File: config.mk
export PLATFORM = sky130hd
export DESIGN_NAME = sdr_refresh_sched
export DESIGN_NICKNAME = d
export VERILOG_FILES = /design/src/rtl/sdr_init_pkg.sv /design/src/rtl/sdr_refi_timer.sv /design/src/rtl/sdr_sched_fsm.sv /design/src/rtl/sdr_cmd_drive.sv /design/src/rtl/sdr_refresh_sched.sv
export SDC_FILE = /design/constraint.sdc
export NUM_CORES = 1
export LEC_CHECK = 0
export BUFFER_PORTS_ARGS = -buffer_cell sky130_fd_sc_hd__buf_2
export CAP_MARGIN = 10
export CORE_MARGIN = 5
export CORE_UTILIZATION = 49
export CTS_CLUSTER_DIAMETER = 60
export DETAILED_ROUTE_END_ITERATION = 8
export PLACE_DENSITY = 0.68
export RECOVER_POWER = 100
export SLEW_MARGIN = 20
export SYNTH_ARGS = -nofsm -noshare
export SYNTH_HDL_FRONTEND = slang
export SYNTH_HIERARCHICAL = 1
export SYNTH_SLANG_ARGS = --single-unit
File: constraint.sdc
create_clock -name clk -period 4.15 [get_ports clk]
set_input_delay 0 -clock clk [delete_from_list [all_inputs] [get_ports clk]]
set_output_delay 0 -clock clk [all_outputs]
set_load 0.05 [all_outputs]
File: src/rtl/sdr_init_pkg.sv
package sdr_init_pkg;

    // Command pins {cs_n, ras_n, cas_n, we_n}
    typedef enum logic [3:0] {
        CMD_MRS = 4'b0000,
        CMD_REF = 4'b0001,
        CMD_PRE = 4'b0010,
        CMD_NOP = 4'b0111
    } sdr_cmd_e;

    typedef enum logic [3:0] {
        ST_WAIT,
        ST_IPRE,
        ST_IREF,
        ST_LMR,
        ST_EMR,
        ST_IDLE,
        ST_REQ,
        ST_PRE,
        ST_REF
    } sched_st_e;

    typedef struct packed {
        sdr_cmd_e cmd;
        logic     ap;
        logic     bank_hi;
        logic     std_mode;
        logic     ext_mode;
    } cmd_slot_t;

    function automatic int unsigned refi_cycles(input int unsigned mhz);
        return (mhz * 3125) / 100;
    endfunction

    function automatic int unsigned max4(input int unsigned a, b, c, d);
        int unsigned m;
        m = a;
        if (b > m) m = b;
        if (c > m) m = c;
        if (d > m) m = d;
        return m;
    endfunction

    function automatic cmd_slot_t slot_of(input sched_st_e st);
        cmd_slot_t s;
        s = '{cmd: CMD_NOP, ap: 1'b0, bank_hi: 1'b0, std_mode: 1'b0, ext_mode: 1'b0};
        case (st)
            ST_IPRE, ST_PRE: begin s.cmd = CMD_PRE; s.ap = 1'b1; end
            ST_IREF, ST_REF: s.cmd = CMD_REF;
            ST_LMR:          begin s.cmd = CMD_MRS; s.std_mode = 1'b1; end
            ST_EMR:          begin s.cmd = CMD_MRS; s.ext_mode = 1'b1; s.bank_hi = 1'b1; end
            default:         ;
        endcase
        return s;
    endfunction

endpackage

File: src/rtl/sdr_refi_timer.sv
module sdr_refi_timer #(
    parameter int unsigned REFI     = 3125,
    parameter int unsigned MAX_DEBT = 4
) (
    input  logic clk,
    input  logic rst,
    input  logic run_i,
    input  logic take_i,
    output logic owed_o
);
    localparam int CW = (REFI > 2) ? $clog2(REFI) : 1;
    localparam int DW = $clog2(MAX_DEBT + 1);

    logic [CW-1:0] cnt_q;
    logic [DW-1:0] debt_q;
    logic          tick;

    assign tick = run_i && (cnt_q == CW'(REFI - 1));

    always_ff @(posedge clk) begin
        if (rst || !run_i || tick) cnt_q <= '0;
        else                       cnt_q <= cnt_q + 1'b1;
    end

    always_ff @(posedge clk) begin
        if (rst) begin
            debt_q <= '0;
        end else begin
            case ({tick, take_i})
                2'b10: if (debt_q != DW'(MAX_DEBT)) debt_q <= debt_q + 1'b1;
                2'b01: if (debt_q != '0)            debt_q <= debt_q - 1'b1;
                default: ;
            endcase
        end
    end

    assign owed_o = (debt_q != '0);
endmodule

File: src/rtl/sdr_sched_fsm.sv
module sdr_sched_fsm
    import sdr_init_pkg::*;
#(
    parameter int unsigned INIT_WAIT = 20000,
    parameter int unsigned T_RP      = 2,
    parameter int unsigned T_RFC     = 7,
    parameter int unsigned T_MRD     = 2,
    parameter int unsigned INIT_REFS = 2
) (
    input  logic      clk,
    input  logic      rst,
    input  logic      gnt_i,
    input  logic      owed_i,
    output sched_st_e st_o,
    output logic      done_o
);
    localparam int unsigned WMAX = max4(INIT_WAIT, T_RP, T_RFC, T_MRD);
    localparam int WW = $clog2(WMAX + 1);
    localparam int RW = $clog2(INIT_REFS + 1);

    sched_st_e     st_q, ret_q;
    logic [WW-1:0] wcnt_q;
    logic [RW-1:0] refs_q;
    logic          done_q;

    // Command at cycle k, wait state entered with N-2, next command at k+N.
    always_ff @(posedge clk) begin
        if (rst) begin
            st_q   <= ST_WAIT;
            ret_q  <= ST_IPRE;
            wcnt_q <= WW'(INIT_WAIT - 1);
            refs_q <= RW'(INIT_REFS);
            done_q <= 1'b0;
        end else begin
            case (st_q)
                ST_WAIT: begin
                    if (wcnt_q == '0) begin
                        st_q <= ret_q;
                        if (ret_q == ST_IDLE) done_q <= 1'b1;
                    end else begin
                        wcnt_q <= wcnt_q - 1'b1;
                    end
                end
                ST_IPRE: begin
                    st_q <= ST_WAIT; ret_q <= ST_IREF; wcnt_q <= WW'(T_RP - 2);
                end
                ST_IREF: begin
                    refs_q <= refs_q - 1'b1;
                    st_q   <= ST_WAIT;
                    ret_q  <= (refs_q == RW'(1)) ? ST_LMR : ST_IREF;
                    wcnt_q <= WW'(T_RFC - 2);
                end
                ST_LMR: begin
                    st_q <= ST_WAIT; ret_q <= ST_EMR; wcnt_q <= WW'(T_MRD - 2);
                end
                ST_EMR: begin
                    st_q <= ST_WAIT; ret_q <= ST_IDLE; wcnt_q <= WW'(T_MRD - 2);
                end
                ST_IDLE: if (owed_i) st_q <= ST_REQ;
                ST_REQ:  if (gnt_i)  st_q <= ST_PRE;
                ST_PRE: begin
                    st_q <= ST_WAIT; ret_q <= ST_REF; wcnt_q <= WW'(T_RP - 2);
                end
                ST_REF: begin
                    st_q <= ST_WAIT; ret_q <= ST_IDLE; wcnt_q <= WW'(T_RFC - 2);
                end
                default: st_q <= ST_IDLE;
            endcase
        end
    end

    assign st_o   = st_q;
    assign done_o = done_q;
endmodule

File: src/rtl/sdr_cmd_drive.sv
module sdr_cmd_drive
    import sdr_init_pkg::*;
#(
    parameter int unsigned ADDR_W = 11,
    parameter int unsigned BANK_W = 1,
    parameter logic [ADDR_W-1:0] MODE_VAL = '0,
    parameter logic [ADDR_W-1:0] EXT_VAL  = '0
) (
    input  sched_st_e         st_i,
    output sdr_cmd_e          cmd_o,
    output logic [BANK_W-1:0] ba_o,
    output logic [ADDR_W-1:0] addr_o
);
    localparam int AP = ADDR_W - 1;

    cmd_slot_t slot;

    always_comb begin
        slot   = slot_of(st_i);
        cmd_o  = slot.cmd;
        ba_o   = '0;
        addr_o = '0;
        ba_o[BANK_W-1] = slot.bank_hi;
        if (slot.std_mode)      addr_o = MODE_VAL;
        else if (slot.ext_mode) addr_o = EXT_VAL;
        addr_o[AP] = addr_o[AP] | slot.ap;
    end
endmodule

File: src/rtl/sdr_refresh_sched.sv
module sdr_refresh_sched
    import sdr_init_pkg::*;
#(
    parameter int unsigned CLK_MHZ   = 100,
    parameter int unsigned INIT_WAIT = 20000,
    parameter int unsigned T_RP      = 2,
    parameter int unsigned T_RFC     = 7,
    parameter int unsigned T_MRD     = 2,
    parameter int unsigned INIT_REFS = 2,
    parameter int unsigned MAX_DEBT  = 4,
    parameter int unsigned ADDR_W    = 11,
    parameter int unsigned BANK_W    = 1,
    parameter logic [ADDR_W-1:0] MODE_VAL = 11'h037,
    parameter logic [ADDR_W-1:0] EXT_VAL  = 11'h000
) (
    input  logic              clk,
    input  logic              rst,
    input  logic              gnt_i,
    output logic              init_done_o,
    output logic              ref_req_o,
    output logic              bus_own_o,
    output logic [3:0]        cmd_o,
    output logic [BANK_W-1:0] ba_o,
    output logic [ADDR_W-1:0] addr_o
);
    localparam int unsigned REFI = refi_cycles(CLK_MHZ);

    sched_st_e st;
    sdr_cmd_e  cmd_w;
    logic      done, owed;

    sdr_refi_timer #(.REFI(REFI), .MAX_DEBT(MAX_DEBT)) u_refi (
        .clk(clk), .rst(rst), .run_i(done),
        .take_i(st == ST_REF), .owed_o(owed)
    );

    sdr_sched_fsm #(
        .INIT_WAIT(INIT_WAIT), .T_RP(T_RP), .T_RFC(T_RFC),
        .T_MRD(T_MRD), .INIT_REFS(INIT_REFS)
    ) u_fsm (
        .clk(clk), .rst(rst), .gnt_i(gnt_i), .owed_i(owed),
        .st_o(st), .done_o(done)
    );

    sdr_cmd_drive #(
        .ADDR_W(ADDR_W), .BANK_W(BANK_W), .MODE_VAL(MODE_VAL), .EXT_VAL(EXT_VAL)
    ) u_drv (
        .st_i(st), .cmd_o(cmd_w), .ba_o(ba_o), .addr_o(addr_o)
    );

    assign cmd_o       = cmd_w;
    assign init_done_o = done;
    assign ref_req_o   = (st == ST_REQ);
    assign bus_own_o   = (st != ST_REQ) && (st != ST_IDLE);
endmodule

==> impl_metrics.py <==
metrics = {
    "run_status": {
        "status": "complete, no violations",
    },
    "synth": {
        "synth_top_family_by_area": "simple AND/OR/NAND/NOR gates",
        "yosys.cell_types.count": 63,
        "synth.yosys.warnings": 6,
        "synth-seq-area-share": 0.327,
        "synth_compound_area_frac": 0.184,
        "synth_top_flop_cell": "dfxtp_1",
        "synth_area_leaders": "dfxtp_1, nor2_1, xnor2_1, buf_4, xor2_1",
        "synth_edf_count": 0,
        "synth.most_common_cell": "dfxtp_1",
        "ys_top_cells_by_count": "dfxtp_1, nor2_1, inv_1",
        "synth_area_um2": 2510,
        "synth_adder_area_share": 0.0279,
        "synth-xor-area-share": 0.0768,
        "async_flop_share": 0,
        "ys_ff_latch": 41,
        "synth_area_leader_cell": "dfxtp_1",
        "synth_cells": 299,
        "yosys-mux-area-fraction": 0.0105,
        "syn_area_per_cell_um2": 8.39,
        "synth_top_area_share": 0.327,
        "yosys.area_share.simple": 0.288,
    },
    "routing": {
        "drt_iter0_markers": 116,
        "drcViolationCount": 0,
        "wl_per_cell_um": 13.1,
        "ant_nets": 0,
        "routed_via_density": 5.59,
        "drt_wl_total_mm": 4.94,
        "vias": 2103,
        "firstDrtPassIters": 4,
    },
    "power": {
        "powerDensity_nw_per_um2": 538,
        "internal-power_mw": 0.789,
        "combinationalPowerShare": 0.427,
        "p_leak_nw": 0.888,
        "power.net_switching_mw": 0.611,
        "power.total_mw": 1.40,
        "peakVddDrop_uv": 194,
        "swShare": 0.437,
        "clockPowerShare": 0.177,
        "seq_power_share": 0.396,
    },
    "floorplanning": {
        "ios": 22,
        "core_area_um2": 5040,
        "die_w_um": 81.5,
        "dieHeight_um": 81.5,
        "row_count": 26,
        "initial_core_util": 0.497,
        "dieArea_um2": 6650,
    },
    "placed_design": {
        "gp_congestion": 0.833,
        "dp_hpwl_mm": 3.62,
        "place_area_um2": 2560,
        "dp.cells": 368,
        "io_buffer_count": 15,
    },
    "sta": {
        "slew_violations": 0,
        "min_period_ps": 3290,
        "maxSlewHeadroom": 0.323,
        "fin_tns_setup_ps": 0,
        "finalCritPeriodShare": 0.794,
        "max_freq_mhz": 304,
        "hold_viol_final": 0,
        "grt_setup_unrepaired": "no",
        "worst_pin_slew_ps": 1000,
        "skew_ps": 8.08,
        "setup_viol": 0,
    },
    "worst_setup_path": {
        "worstPathRequired_ps": 4330,
        "critPathKind": "reg -> reg",
        "worstRegToRegCells": 7,
        "cp.arrival_ps": 3480,
        "crit_path_end_kind": "flop",
        "rr_endpoint": "u_refi/debt_q[2]",
        "ff2ff_setup_slack_ps": 860,
        "reg2reg_from": "u_fsm/st_o[0]",
        "crit_path_start_kind": "flop",
        "worstPathMaxFanout": 27,
    },
    "finish": {
        "antenna_cells": 0,
        "final_cells": 376,
        "syn_to_final_growth_pct": 3.79,
        "post-route-util": 0.516,
        "final_nets": 313,
        "final_area_um2": 2600,
        "drive_gt1_frac": 0.0621,
    },
    "flow_run": {
        "cap_violations": 0,
    },
    "grt": {
        "grt_usage": 0.164,
        "grt_pass1_vias": 1989,
        "antenna_found_initial": 0,
        "overflow": 0,
        "grt_max_degree": 28,
        "grt_pass1_wl_mm": 8.76,
    },
    "cts": {
        "clock_latency_ps": 290,
        "clockBufferDepth": 2,
        "ctsHoldBuffers": 0,
        "ctsResizeCount": 0,
        "post_cts_buffers": 0,
        "cts_num_sinks": 41,
        "numCtsBuffers": 5,
        "cts_tree": "done",
        "htreeDepth": 2,
        "clk_pin_slew_worst_paths_ps": 80,
        "cts-root-buf": "clkbuf_8",
    },
    "min_path": {
        "hp-start": "rst",
        "hold_class": "in -> reg",
        "whs_endpoint": "u_fsm/done_o",
        "min_path_cells": 2,
    },
}
-- registers in the layout (all words and copies together), names as in the netlist --
signal	count
u_fsm/done_o	1
u_refi/cnt_q	12
u_fsm/st_o	4
u_fsm/wcnt_q	15
u_fsm/ret_q	4
u_refi/debt_q	3
u_fsm/refs_q	2
-- through the flow --
| step | hold slack, ps | setup WS [ps] |
|---|---|---|
| finish | 93.6 | 856 |
| CTS | 89.4 | 1210 |
| global route | 108 | 492 |
| floorplan | 69.4 | 1710 |
| detailed placement | 397 | 1210 |
| global placement | 399 | 1280 |
-- power by group through the flow --
stage | logic, mW | registers [mW] | clock network [mW]
6_report | 0.598 | 0.554 | 0.248
5_1_grt | 0.662 | 0.572 | 0.283
4_1_cts | 0.623 | 0.557 | 0.261
3_5_place_dp | 0.622 | 0.565 | 0
3_3_place_gp | 0.614 | 0.564 | 0
2_1_floorplan | 0.579 | 0.514 | 0
-- cells in the final DEF, fill, tap and decap left out, drive strengths merged, types with 3 or more instances in the layout --
cell,Yosys,layout
a2111oi,5,5
a211oi,4,4
a21o,3,3
a21oi,14,14
a31oi,3,3
and4,4,4
buf,14,4
clkbuf,9,19
conb,1,6
dfxtp,41,41
ha,4,4
inv,17,17
nand2,14,14
nand2b,5,5
nand3,9,9
nand3b,5,5
nand4,3,3
nand4b,3,3
nor2,37,37
nor3,10,10
nor3b,4,4
nor4,5,5
o21ai,12,12
o31ai,3,3
or3,4,4
or4,7,7
xnor2,12,12
xor2,10,10
-- routing by layer --
metal / GRT usage / vias to the layer above / wire (µm)
met1: 0.212 / 971 / 2390
met4: 0.0507 / 0 / 72
met5: 0 / - / 0
met3: 0.0406 / 8 / 188
met2: 0.270 / 34 / 2290
li1: - / 1090 / -
-- cell type report --
class / instances / area, µm²
inverter: 17 / 63.8
tap: 70 / 87.6
clock buffer: 6 / 72.6
sequential: 41 / 821
clock inverter: 2 / 10.0
timing repair buffer: 17 / 71.3
multi-input combinational: 223 / 1480
fill: 503 / 2440
-- worst max-delay path by stage --
stage | start | endpoint | cells after the start
after CTS | u_fsm/st_o[0] | u_refi/debt_q[2] | 7
after global placement | u_fsm/st_o[0] | u_refi/debt_q[2] | 7
final | u_fsm/st_o[0] | u_refi/debt_q[2] | 7
after floorplan | u_fsm/st_o[3] | u_refi/debt_q[2] | 8
after detailed placement | u_fsm/st_o[0] | u_refi/debt_q[2] | 7
after global routing | u_fsm/st_o[0] | u_refi/debt_q[2] | 7
-- critical path, stage by stage (launching register included) --
cell and delay (ps):
dfxtp_1 570, nor4b_1 970, o31ai_1 330, fa_1 470, nor2_1 120, o21ai_0 80
mux4_1 480, and2_0 160
-- cell families (layout without fill, tap and decap cells) --
kind of cell	after synthesis	in the layout
simple gates	123	123
xor+xnor	22	22
mux	1	1
buf+inv	40	42
fa+ha+maj	5	5
compound gates	66	66
flops	41	41
other cells	1	6
Power figures use the tool's default switching activity.
